==> src/rtl/fskm_pkg.sv <==
// Package: fskm_pkg
// Holds the constants shared by the modulator's submodules.
// Assumes the preamble is always eight groups long.
package fskm_pkg;
    // Number of tone groups in the start-of-frame marker
    localparam int PRE_N = 8;
    // Bit g set means preamble group g (in time order) uses the long period
    localparam logic [PRE_N-1:0] PRE_LONG_MAP = 8'b1011_1000;

    typedef enum logic { TONE_SHORT = 1'b0, TONE_LONG = 1'b1 } tone_e;
endpackage

==> src/rtl/fskm_id_latch.sv <==
// Module: fskm_id_latch
// Checks an offered ID, keeps it pending and copies it into the active
// register only on the cycle the sequencer marks as the frame boundary.
// Assumes id_load is a one-cycle strobe. A load refused for a too-wide
// upper part leaves the pending value untouched.
module fskm_id_latch #(
    parameter int HI_IN_W = 16,
    parameter int HI_W    = 12,
    parameter int LO_W    = 32,
    localparam int ID_W   = HI_W + LO_W
) (
    input  logic               clk,
    input  logic               rst_n,
    input  logic               id_load,
    input  logic [HI_IN_W-1:0] id_hi,
    input  logic [LO_W-1:0]    id_lo,
    input  logic               frame_next,
    output logic [ID_W-1:0]    active_id,
    output logic               load_err
);
    logic            too_wide;
    logic [ID_W-1:0] pending_id;

    // Width check exists only when the input is wider than the ID part
    generate
        if (HI_IN_W > HI_W) begin : g_wide_chk
            assign too_wide = |id_hi[HI_IN_W-1:HI_W];
        end else begin : g_no_chk
            assign too_wide = 1'b0;
        end
    endgenerate

    // Capture accepted loads and flag refused ones for one cycle
    always_ff @(posedge clk) begin
        if (!rst_n) begin
            pending_id <= '0;
            load_err   <= 1'b0;
        end else begin
            load_err <= id_load && too_wide;
            if (id_load && !too_wide)
                pending_id <= {id_hi[HI_W-1:0], id_lo};
        end
    end

    // Promote the pending ID only on a frame boundary
    always_ff @(posedge clk) begin
        if (!rst_n)
            active_id <= '0;
        else if (frame_next)
            active_id <= pending_id;
    end

    // a wide load yields an error pulse on the next cycle
    p_reject_wide_r7: assert property (@(posedge clk) disable iff (!rst_n)
        (id_load && too_wide) |=> load_err);

    // the transmitted ID moves only across a frame boundary
    p_active_hold_r8: assert property (@(posedge clk) disable iff (!rst_n)
        !frame_next |=> $stable(active_id));
endmodule

==> src/rtl/fskm_tone_gen.sv <==
// Module: fskm_tone_gen
// Produces one tone group at a time: a square wave of the selected period,
// high for the first half, repeated a per-period number of times. Reports
// the last cycle of the group and the first cycle of the group.
// Assumes both periods are even and tone_long is steady within a group.
module fskm_tone_gen #(
    parameter int P_SHORT   = 8,
    parameter int P_LONG    = 10,
    parameter int REP_SHORT = 6,
    parameter int REP_LONG  = 5,
    localparam int PMAX     = (P_LONG > P_SHORT) ? P_LONG : P_SHORT,
    localparam int RMAX     = (REP_LONG > REP_SHORT) ? REP_LONG : REP_SHORT,
    localparam int PW       = $clog2(PMAX + 1),
    localparam int RW       = $clog2(RMAX + 1)
) (
    input  logic clk,
    input  logic rst_n,
    input  logic enable,
    input  logic run,
    input  logic tone_long,
    output logic level,
    output logic group_first,
    output logic group_done
);
    logic [PW-1:0] ph;
    logic [RW-1:0] rep;
    logic [PW-1:0] period;
    logic [RW-1:0] reps;

    // Select the period and repeat count of the current group
    always_comb begin
        period = tone_long ? PW'(P_LONG)   : PW'(P_SHORT);
        reps   = tone_long ? RW'(REP_LONG) : RW'(REP_SHORT);
    end

    assign group_done  = run && (ph == period - 1'b1) && (rep == reps - 1'b1);
    assign group_first = (ph == '0) && (rep == '0);
    assign level       = run && (ph < (period >> 1));

    // Step the phase within a cycle and the repeat count within a group
    always_ff @(posedge clk) begin
        if (!rst_n || !enable) begin
            ph  <= '0;
            rep <= '0;
        end else if (run) begin
            if (ph == period - 1'b1) begin
                ph  <= '0;
                rep <= (rep == reps - 1'b1) ? '0 : rep + 1'b1;
            end else begin
                ph <= ph + 1'b1;
            end
        end
    end

    // the phase never leaves the current period
    p_phase_bound_r2: assert property (@(posedge clk) disable iff (!rst_n)
        run |-> (ph < period));
endmodule

==> src/rtl/fskm_group_seq.sv <==
// Module: fskm_group_seq
// Walks the groups of a frame. It covers the preamble first, then two groups
// per ID bit from the top bit down, and decides for each group whether the
// long or the short period is used. It also owns the run flag.
// Assumes active_id only changes while frame_next is high.
module fskm_group_seq
    import fskm_pkg::*;
#(
    parameter int ID_W  = 44,
    localparam int NGRP = PRE_N + 2 * ID_W,
    localparam int GW   = $clog2(NGRP + 1),
    localparam int IW   = $clog2(ID_W)
) (
    input  logic            clk,
    input  logic            rst_n,
    input  logic            enable,
    input  logic            group_done,
    input  logic [ID_W-1:0] active_id,
    output logic            run,
    output logic            first_group,
    output logic            frame_next,
    output tone_e           tone
);
    logic [GW-1:0] grp;
    logic [GW-1:0] dpos;
    logic [IW-1:0] bit_idx;
    logic          data_bit;
    logic          last_grp;

    assign last_grp    = (grp == GW'(NGRP - 1));
    assign first_group = (grp == '0);
    assign frame_next  = !run || (last_grp && group_done);

    // Map the group index to a period: table for the preamble, Manchester for data
    always_comb begin
        dpos     = grp - GW'(PRE_N);
        bit_idx  = IW'(ID_W - 1) - IW'(dpos >> 1);
        data_bit = active_id[bit_idx];
        if (grp < GW'(PRE_N))
            tone = tone_e'(PRE_LONG_MAP[grp[2:0]]);
        else
            tone = tone_e'(data_bit ^ dpos[0]);
    end

    // Track enable and advance the group index at each group end
    always_ff @(posedge clk) begin
        if (!rst_n) begin
            run <= 1'b0;
            grp <= '0;
        end else begin
            run <= enable;
            if (!enable)
                grp <= '0;
            else if (run && group_done)
                grp <= last_grp ? '0 : grp + 1'b1;
        end
    end

    // the group index stays inside one frame
    p_grp_bound_r5: assert property (@(posedge clk) disable iff (!rst_n)
        grp < GW'(NGRP));
endmodule

==> src/rtl/fsk_credential_modulator.sv <==
// Module: fsk_credential_modulator
// Top level. Sends a repeating frame, made of a preamble and 44
// Manchester-coded ID bits, as FSK tone groups on mod_out.
// Assumes clk is the carrier clock and id_load is a one-cycle strobe.
module fsk_credential_modulator #(
    parameter int HI_IN_W   = 16,
    parameter int HI_W      = 12,
    parameter int LO_W      = 32,
    parameter int P_SHORT   = 8,
    parameter int P_LONG    = 10,
    parameter int REP_SHORT = 6,
    parameter int REP_LONG  = 5,
    localparam int ID_W     = HI_W + LO_W
) (
    input  logic               clk,
    input  logic               rst_n,
    input  logic               enable,
    input  logic               id_load,
    input  logic [HI_IN_W-1:0] id_hi,
    input  logic [LO_W-1:0]    id_lo,
    output logic               mod_out,
    output logic               frame_start,
    output logic               load_err
);
    import fskm_pkg::*;

    logic            run;
    logic            first_group;
    logic            frame_next;
    logic            group_done;
    logic            group_first;
    logic [ID_W-1:0] active_id;
    tone_e           tone;

    fskm_id_latch #(.HI_IN_W(HI_IN_W), .HI_W(HI_W), .LO_W(LO_W)) u_latch (
        .clk(clk), .rst_n(rst_n), .id_load(id_load), .id_hi(id_hi),
        .id_lo(id_lo), .frame_next(frame_next), .active_id(active_id),
        .load_err(load_err)
    );

    fskm_group_seq #(.ID_W(ID_W)) u_seq (
        .clk(clk), .rst_n(rst_n), .enable(enable), .group_done(group_done),
        .active_id(active_id), .run(run), .first_group(first_group),
        .frame_next(frame_next), .tone(tone)
    );

    fskm_tone_gen #(.P_SHORT(P_SHORT), .P_LONG(P_LONG),
                    .REP_SHORT(REP_SHORT), .REP_LONG(REP_LONG)) u_tone (
        .clk(clk), .rst_n(rst_n), .enable(enable), .run(run),
        .tone_long(tone == TONE_LONG), .level(mod_out),
        .group_first(group_first), .group_done(group_done)
    );

    assign frame_start = run && first_group && group_first;

    // a low enable silences the line on the next cycle
    p_low_when_disabled_r1: assert property (@(posedge clk) disable iff (!rst_n)
        !enable |=> (!mod_out && !frame_start));

    // re-enabling restarts at the first cycle of a frame
    p_restart_frame_r6: assert property (@(posedge clk) disable iff (!rst_n)
        (!enable ##1 enable) |=> frame_start);

    // every frame starts on the high half of a tone cycle
    p_start_high_r2: assert property (@(posedge clk) disable iff (!rst_n)
        frame_start |-> mod_out);
endmodule

==> config.mk <==
export PLATFORM = sky130hd
export DESIGN_NAME = fsk_credential_modulator
export DESIGN_NICKNAME = d
export VERILOG_FILES = /design/src/rtl/fskm_pkg.sv /design/src/rtl/fskm_id_latch.sv /design/src/rtl/fskm_tone_gen.sv /design/src/rtl/fskm_group_seq.sv /design/src/rtl/fsk_credential_modulator.sv
export SDC_FILE = /design/constraint.sdc
export NUM_CORES = 1
export LEC_CHECK = 0
export CAP_MARGIN = 15
export CORE_ASPECT_RATIO = 0.9
export CORE_MARGIN = 2
export CORE_UTILIZATION = 50
export CTS_BUF_LIST = sky130_fd_sc_hd__clkbuf_8
export DETAILED_ROUTE_END_ITERATION = 7
export PLACE_DENSITY = 0.7
export SLEW_MARGIN = 10
export SYNTH_ARGS = -nofsm -noshare
export SYNTH_HDL_FRONTEND = slang
export SYNTH_SLANG_ARGS = --single-unit
==> constraint.sdc <==
create_clock -name clk -period 4.6 [get_ports clk]
set_input_delay 1.38 -clock clk [delete_from_list [all_inputs] [get_ports clk]]
set_output_delay 1.38 -clock clk [all_outputs]
set_load 0.05 [all_outputs]
# Word-level counts from Yosys, hierarchy flattened
# Memories as Yosys holds them, arrays and structs flattened. A register that Yosys moved wholly into a read port is not among the register bits.
# Index checks and enable logic that the tools add are counted.
# op_classes
n_bitwise	1
n_mux	11
eq_ne	3
n_lt_le_gt_ge	4
addsub	7
n_reduce_logical	22
# op_table
cell	n
$logic_and A1 B1 Y1	10
$mux W3	3
$add A7 B1 Y7 const B	1
$eq A7 B7 Y1 const B	1
$logic_not A7 Y1	1
$lt A6 B7 Y1 const B	1
$lt A7 B4 Y1 const B	1
$mux W7	1
$sub A7 B4 Y7 const B	1
$bmux W1 S6	1
$sub A6 B6 Y6 const A	1
$add A4 B1 Y4 const B	1
$eq A4 B4 Y1	1
$logic_not A1 Y1	4
$logic_not A4 Y1	1
$lt A3 B4 Y1 const B	1
$lt A4 B3 Y1	1
$mux W2	2
$mux W4	1
$reduce_and A2 Y1	2
$reduce_or A4 Y1	1
$sub A4 B1 Y4 const B	1
$add A3 B1 Y3 const B	1
$eq A3 B3 Y1	1
other kinds (5)	8
# word_totals
reg_bits	104
in_bits	52
n_memories	1
output_inout_bits	3
rom_bits	8
# mem_list
name	words	width	read_ports	rd_ports_with_merged_regs	wr	line	rtl
(no name shown)	8	1	1	1	0	fskm_group_seq.sv:40	tone = tone_e'(PRE_LONG_MAP[grp[2:0]]);

# Depth between registers and ports, before layout
# Gate-level depths: netlist of run 1.
# logic_depth
depth_word	14
mapped_depth	16
depth_no_buf	10

# Cells and area by module
# Synthesis of run 1 repeated with hierarchy kept, for this count alone.
# hier_totals
cells_unflattened	501
area_unflattened_um2	4961.0
# by_module_without_submodules
mod	instances	area_each_um2	seq_area_each_um2	cells_per_inst
fskm_id_latch	1	3487.1	1781.7	338
fskm_group_seq	1	1024.7	180.2	107
fskm_tone_gen	1	442.9	140.1	55
fsk_credential_modulator	1	6.3	0.0	1

# Least setup slack after synthesis of run 1
# No wires, ideal clock.
# synth_timing
kind	register to output
startpoint	register u_seq.grp[3]
endpoint	output port mod_out
t_required_ns	3.220
t_arrival_ns	3.711
path_stages_with_launch	14
path_slack_ns	-0.491
path_cell_list	dfxtp_1 buf_6 buf_2 inv_1 ha_1 buf_6 mux4_2 nand2b_1 and4_1 xnor2_1 a21o_1 nor2_1 o31a_1 nor3_1
# synth_via
elab_chain_len	9
# synth_rtl
element	line	rtl
start: declaration	fskm_group_seq.sv:24	logic [GW-1:0] grp;
start signal: assignment	fskm_group_seq.sv:55	grp <= last_grp ? '0 : grp + 1'b1;
$sub A7 B4 Y7	fskm_group_seq.sv:36	dpos = grp - GW'(PRE_N);
$sub A6 B6 Y6	fskm_group_seq.sv:37	bit_idx = IW'(ID_W - 1) - IW'(dpos >> 1);
$bmux W1 S6	fskm_group_seq.sv:38	data_bit = active_id[bit_idx];
$mux W1 (not written as such)	fskm_group_seq.sv:38	
$xor A1 B1 Y1	fskm_group_seq.sv:42	tone = tone_e'(data_bit ^ dpos[0]);
$mux W1 (*)	fskm_group_seq.sv:39	if (grp < GW'(PRE_N))
$mux W2 (*)	fskm_tone_gen.sv:32	period = tone_long ? PW'(P_LONG) : PW'(P_SHORT);
$lt A4 B3 Y1 (*)	fskm_tone_gen.sv:38	assign level = run && (ph < (period >> 1));
$logic_and A1 B1 Y1 (*)	fskm_tone_gen.sv:38	
end: declaration	fsk_credential_modulator.sv:21	output logic mod_out,
# Mark *: on every way between the ends. The rest lies on a longest branch, timed or not. The select of a mux whose other input is x is not followed.

# Worst setup path in the final report of run 1
# layout_timing
startpoint	register u_seq.grp[4]
endpoint	output port mod_out
# Same word-level chain as after synthesis.

==> flow_results.org, run 1 <==
** Min path
- The worst hold path begins at u_latch.pending_id[19]$_SDFFE_PN0P_.
- Tightest Hold Check Type :: register to register
- The worst hold path passes through 2 cells.
- The path with the worst hold slack has its endpoint at u_latch.active_id[19]$_SDFFE_PN0P_.

** Placement
- Pre-CTS setup slack :: 252 ps
- Port buffering added 54 buffers.
- Summing all placed instances gives a cell area of 5720 um2.
- Detailed placement ended at an HPWL of 7450 um.
- Final weighted congestion in routability-driven placement :: 0.903
- Placed insts :: 746

** Finish
- Top library cells by usage in the layout, fill and taps aside :: nand2_1, dfxtp_1, mux2i_1, clkdlybuf4s50_1, a21boi_0
- After the flow finishes, the layout carries non-filler instances totaling 766.
- Share of the core filled with cells :: 58.8%
- Post-route cell area :: 5970 um2
- Area overhead of the layout relative to synthesis :: 14.9%
- Leaving out fill and tap cells, the most frequent cell in the layout is nand2_1.
- Cells with a size suffix above 1 make up 9.42% of the layout.
- After filler insertion, the fill cell instance count of the layout stands at 917.
- In the final design database the tool counted 693 nets.
- The repair_antennas step left the layout with diodes totalling 0.

** Timing
- At the pin with the least slew margin, the transition time is 784 ps.
- Hold timing on the final database bottoms out at a slack of 452 ps.
- Hold Fails Final Rpt :: 0
- Summed over all failing endpoints, the final setup total negative slack is 0 ps.
- Pins Over Slew Limit :: 0
- The clock arrives with 16.2 ps of skew.
- Final Critical Period :: 4450 ps
- Worst-case headroom to the max-slew limit :: 47.6%
- Setup violations remaining at the end of the flow were counted as 0.
- Max frequency :: 225 MHz
- Setup slack after layout :: 153 ps
- Final clock period utilization by the worst path :: 96.7%

** Worst setup path
- Worst reg2reg path startpoint :: u_seq.grp[4]$_SDFFE_PN0N_
- Maximum fanout along the worst path :: 7
- Critical Path Source Type :: register
- Setup Crit Path Kind :: register to output port
- Register-to-Register Setup Slack :: 1110 ps
- The worst setup path is captured at an output port.
- Worst path required time :: 3220 ps
- The worst register-to-register path ends at u_latch.active_id[2]$_SDFFE_PN0P_.
- The worst register-to-register path has a depth of 11.
- WP data arrival :: 3070 ps

** Routing
- Via count :: 4,098
- In the routed layout, each cell is associated on average with a via count of 5.35.
- For this run, design rule violations remaining after detail routing come to 0.
- Final WL :: 10,600 um
- Number of nets with antenna violations after detailed routing :: 0
- In this run, the number of DRC markers left after iteration 0 of detailed routing was 194.
- Post-detailed-route wirelength per cell :: 13.8 um
- The pre-antenna-repair detailed-routing pass consisted of 4 iterations.

** Die
- The floorplan step set the die height to 101 um.
- Floorplan Core Area :: 10,200 um2
- For this configuration, the core starts out at a cell density of 51.1%.
- Number of top-level design ports :: 55
- Die footprint :: 11,200 um2
- In this run the core area contains 35 standard-cell rows.
- Width of the chip :: 111 um

** Yosys
- Top cells by area in the synthesized netlist :: dfxtp_1, nand2_1, mux2i_1
- Count of flip-flops with a built-in enable after synthesis :: 0
- Among all flip-flop cells after synthesis, the most frequent one is dfxtp_1.
- Synthesized flop and latch total :: 105
- Summing the sequential cell areas from Yosys gives 40.5% of the chip area.
- Mapped Area :: 5190 um2
- Yosys warnings :: 0
- The average instance in the mapped netlist occupies 8.70 um2.
- Number of distinct standard cells referenced by the synthesized netlist :: 61
- Area leader, netlist :: dfxtp_1
- Synthesis produced a netlist whose cell count is 597.
- Async S/R FF share, synth :: 0%
- When the netlist entered floorplanning its net count stood at 658.
- Fraction of post-synthesis cell area in the top cell type by area :: 40.5%

** GRT
- Number of antenna violations at the first check in global routing :: 0
- Across every metal layer, demand over resource in global routing totals 19.5%.
- Global-route wire length before repair :: 17,900 um
- Overflow after GRT :: 0
- Largest net degree at the start of global routing :: 82
- Number of global-route vias before repair :: 3,900

** Clock network
- Inserted Clock Buffers :: 9
- Reg clk slew, reported paths :: 110 ps
- CTS saw 105 sinks.
- At the later pin of the worst-skew pair, clock insertion delay measures 380 ps.
- CTS built an H-tree with a depth of 3.
- Number of buffers between clock root and the deepest sink :: 2
- TritonCTS built the clock tree.
- Hold repair after CTS inserted 0 buffers.
- CTS placed an instance of clkbuf_8 at the clock tree root.

** Power
- Of the total power, the clock network draws 34.7%.
- Registers are responsible for 58.0% of the overall power.
- Switching Share :: 24.5%
- Summed over all nets, the switching power comes to 0.390 mW.
- The worst-case IR drop observed on VDD is 0.000177 V.
- In this run the power density over the cells is 266 nW/um2.
- The design draws 1.59 mW.
- The internal portion of the total power is 1.20 mW.
- Leakage :: 2.05 nW
- The share of total power dissipated in combinational logic is 7.3%.

** Status
- The run finished with clean final reports.

** Job
- Number of max-cap violations :: 0
[how the worst max path moves through the flow]
stage / from / to / slack [ps]
global placement: u_seq.grp[3]$_SDFFE_PN0N_ / mod_out / 330
CTS: u_seq.grp[3]$_SDFFE_PN0N_ / mod_out / 40
global route: u_seq.grp[4]$_SDFFE_PN0N_ / mod_out / -0.5
finish: u_seq.grp[4]$_SDFFE_PN0N_ / mod_out / 150
detailed placement: u_seq.grp[3]$_SDFFE_PN0N_ / mod_out / 250
floorplan: u_seq.grp[3]$_SDFFE_PN0N_ / mod_out / 110
[kinds of logic (layout without fill, tap and decap cells)]
family,after synthesis,after routing,share of synthesized area [%]
xor gates and xnor gates,9,9,1.66
muxes,64,64,14.3
buffers and inverters,56,96,6.24
and+or+nand+nor,255,255,20.8
DFF,105,105,40.5
adders and majority gates,9,9,2.17
AOI/OAI and AO/OA,99,99,14.4
[critical path, stage by stage, from the launching register on]
cell	delay [ps]
dfxtp_1	350
inv_2	70
ha_4	330
mux4_2	500
nand2b_1	140
and4_1	220
xnor2_2	210
a21o_1	200
nor2_1	80
o31a_1	280
nor3_4	160
buf_12	160
[sequential cells by signal, indices dropped and copies added (netlist names), named ones only]
register and flops:
u_latch.load_err 1, u_tone.rep 3, u_latch.active_id 44, u_latch.pending_id 44
u_tone.ph 4, u_seq.run 1, u_seq.grp 7
[area by class of cell]
class | count | area [um2] | area share (%)
Inverter | 12 | 45.0 | 0.755
Sequential cell | 105 | 2100 | 35.3
Clock inverter | 6 | 50.0 | 0.838
Tap cell | 129 | 161 | 2.70
Timing Repair Buffer | 68 | 653 | 10.9
Multi-Input combinational cell | 436 | 2820 | 47.2
Clock buffer | 10 | 138 | 2.31
[repair_timing]
action	4_1_cts	5_1_grt
gates resized for setup	4	4
setup endpoints to repair	1	1
buffers inserted	0	4
pin swaps	0	3
[Yosys cell counts (6+ instances only)]
cell type and n:
nand2_1 193, dfxtp_1 105, mux2i_1 55, a21boi_0 45, clkbuf_1 31, nor2_1 15
inv_1 12, a21oi_1 10, ha_1 9, nor3_1 9, o21ai_0 9, mux4_2 8
buf_6 6, nand3_1 6
[layer usage]
layer  GRT usage [%]  vias to the layer above  part of all wire [%]
met5               0                        -                     0
li1                -                     2090                     -
met3            4.21                       14                   4.0
met2            32.3                       80                    46
met1            25.6                     1914                    48
met4            6.36                        0                   1.3
[power by group through the flow]
stage	sequential [mW]	clock [mW]	combinational, mW
2_1_floorplan	0.943	0	0.0662
3_3_place_gp	0.944	0	0.115
3_5_place_dp	0.944	0	0.116
4_1_cts	0.923	0.566	0.117
5_1_grt	0.925	0.593	0.126
6_report	0.923	0.552	0.116
Power figures use the tool's default switching activity.
==> run 2, diff against run 1 <==
Settings changed: CAP_MARGIN 15 to unset, PLACE_DENSITY 0.7 to 0.8.
==> run 2 against run 1 <==
Power grew 2.3%. Count of clock-buffer cells in the layout shrank 1. Clock skew grew 0.98 ps. Sequential power is essentially flat. Register-to-register slack gained 180 ps. Combinational power is essentially flat. Non-clock buffer count grew 3. Largest power group unchanged. Core utilization grew 0.53 points. Die area is the same. First-iteration DRC count grew 22%. Maximum frequency shrank 0.97%.
==> flow_results.org, run 2 (synthesized netlist as in run 1, its figures left out) <==
** Placement
- Placed insts :: 746 (unchanged)
- Final weighted congestion in routability-driven placement :: 0.846 (-6.3%)
- The HPWL after detailed placement was 7280 um (-2.3%).
- The number of I/O port buffers came to 54 (unchanged).

** Min path
- Tightest Hold Check Type :: register to register
- The path with the worst hold slack has its endpoint at u_latch.active_id[19]$_SDFFE_PN0P_.
- Worst hold start :: u_latch.pending_id[19]$_SDFFE_PN0P_
- Hold Path Stages :: 2 (unchanged)

** Finish
- Most common cell after layout, fill and taps aside :: nand2_1
- Registers with the highest flip-flop counts :: u_latch.active_id x44, u_latch.pending_id x44, u_seq.grp x7
- The post-layout instance count excluding filler cells is 769 (+0.39%).
- The ratio of cells with drive above 1 in the final layout came to 10.2% (+0.74 points).
- The count of antenna diodes in the layout is 0 (unchanged).
- Top library cells by usage in the layout, fill and taps aside :: nand2_1, dfxtp_1, mux2i_1, clkdlybuf4s50_1, a21boi_0
- The net count reported at finish is 696 (+0.43%).
- Area overhead of the layout relative to synthesis :: 15.9%

** Power
- The power density over cell area is 270 nW/um2 (+1.4%).
- The post-layout total power came to 1.63 mW (+2.3%).
- The maximum vdd drop is 0.000208 V (+17%).
- Leakage :: 2.09 nW (+1.5%)

** Worst setup path
- The peak fanout along the critical path is 7 (unchanged).
- The data required time of the worst path was 3220 ps (about the same).
- Register-to-Register Setup Slack :: 1290 ps (+180 ps)
- Worst reg2reg path startpoint :: u_seq.grp[3]$_SDFFE_PN0N_
- WP data arrival :: 3110 ps (+40 ps)
- By startpoint and endpoint, the worst setup path is classified as register to output port.
- STA classifies the critical path endpoint as an output port.
- The count of cells along the worst register-to-register path came to 12 (+1).
- Critical Path Source Type :: register
- Reg2Reg Capture Point :: u_seq.grp[3]$_SDFFE_PN0N_

** Timing
- The transition time at the pin with the least slew margin came to 1130 ps (+347 ps).
- The hold violation count in the final report was 0 (unchanged).
- The worst clock skew came to 17.2 ps (+0.984 ps).
- The normalized max-slew margin came to 24.6% (-23 points).
- Final clock period utilization by the worst path :: 97.6% (+0.95 points)
- Max frequency :: 223 MHz (-0.97%)
- The number of failing setup endpoints in the final timing report was 0 (unchanged).
- The minimum clock period after layout was 4490 ps (+43.7 ps).
- The final-report max-slew violation count is 0 (unchanged).

** GRT
- All-layer global routing usage :: 19.2% (-0.31 points)
- The overall overflow remaining after global route came to 0 (unchanged).
- Global-route wire length before repair :: 18,000 um (+0.42%)
- The number of global-route vias before repair is 3,950 (+1.3%).
- Largest net degree at the start of global routing :: 134 (+63%)
- The initial antenna violation count is 0 (unchanged).

** Clock network
- The number of buffers inserted during clock tree synthesis is 9 (unchanged).
- The maximum level of the CTS H-tree was 3 (unchanged).
- Number of buffers between clock root and the deepest sink :: 2 (unchanged)
- # clock sinks :: 105 (unchanged)
- CTS tree :: built
- Clk Tree Root Cell :: clkbuf_8
- Reg clk slew, reported paths :: 110 ps (about the same)
- Worst-skew pair later-pin latency :: 380 ps (about the same)

** Die
- Overall die height :: 101 um (unchanged)
- The die outline area came to 11,200 um2 (unchanged).
- Number of top-level design ports :: 55 (unchanged)
- Floorplan Core Area :: 10,200 um2 (unchanged)
- The starting density of the core is 51.1% (unchanged).
- The horizontal die dimension came to 111 um (unchanged).
- FP Rows :: 35 (unchanged)

** Routing
- The violation count after the first detailed-routing iteration was 237 (+22%).
- The via count of the routed design was 4,117 (+0.46%).
- The routed via count divided by cell count came to 5.35 (about the same).
- The routed length per placed instance came to 13.6 um (-1.8%).
- The number of optimization iterations in the first detailed-route pass came to 4 (unchanged).
- The DRC violations left is 0 (unchanged).
- Final WL :: 10,400 um (-1.4%)
- Number of nets with antenna violations after detailed routing :: 0 (unchanged)

** Status
- Result of the run :: complete, no violations

** Job
- The number of max-capacitance violations reported is 0 (unchanged).
run 2: repair_timing:
item	in CTS	in global routing
endpoints found under the hold margin	0	0
endpoints found under the setup margin	1	1
hold buffers	0	0
pin swaps	0	4
resized for setup	2	9
buffers inserted	1	6
run 2: per-stage QoR:
stage	hold slack, ps	setup TNS [ps]	worst slack (ps)	util [%]	area (um2)
floorplan	435	0	110	-	5210
global placement	446	0	345	56.5	5740
detailed placement	448	0	250	56.5	5740
CTS	459	0	55.5	58.6	5960
global route	476	-44.3	-44.3	59.3	6020
finish	460	0	109	59.3	6020
run 2: how the worst max path moves through the flow:
stage                                    from  endpoint  slack (ps)  cells past startpoint
global route        u_seq.grp[4]$_SDFFE_PN0N_   mod_out         -40                     11
global placement    u_seq.grp[3]$_SDFFE_PN0N_   mod_out         340                     11
floorplan           u_seq.grp[3]$_SDFFE_PN0N_   mod_out         110                     13
detailed placement  u_seq.grp[3]$_SDFFE_PN0N_   mod_out         250                     11
finish              u_seq.grp[3]$_SDFFE_PN0N_   mod_out         110                     11
CTS                 u_seq.grp[3]$_SDFFE_PN0N_   mod_out          60                     11
run 2: layer usage:
layer	GRT usage [%]	up-vias	wire, um
li1	-	2089	-
met5	0	-	0
met2	32.1	72	4960
met3	4.33	17	381
met4	6.17	0	166
met1	24.9	1939	4930
run 2: critical path, cell delays in order, from the launching register on:
cell and delay (ps):
dfxtp_2 350, inv_2 70, ha_4 330, mux4_2 500
nand2b_1 160, and4_1 220, xnor2_2 190, a21o_1 180
nor2_1 70, o31a_1 270, nor3_4 230, buf_12 160
run 2: cell type report:
type	count	area, um2
Sequential cell	105	2110
Multi-Input combinational cell	436	2820
Fill cell	903	4140
Inverter	12	45.0
Clock inverter	7	77.6
Clock buffer	9	124
Tap cell	129	161
Timing Repair Buffer	71	688
run 2: where the power goes:
group / internal, mW / leakage [nW] / switching, mW / total, mW
clock: 0.258 / 0.104 / 0.331 / 0.589
combinational: 0.0641 / 1.13 / 0.0512 / 0.115
sequential: 0.917 / 0.849 / 0.00578 / 0.923
total: 1.24 / 2.09 / 0.388 / 1.63
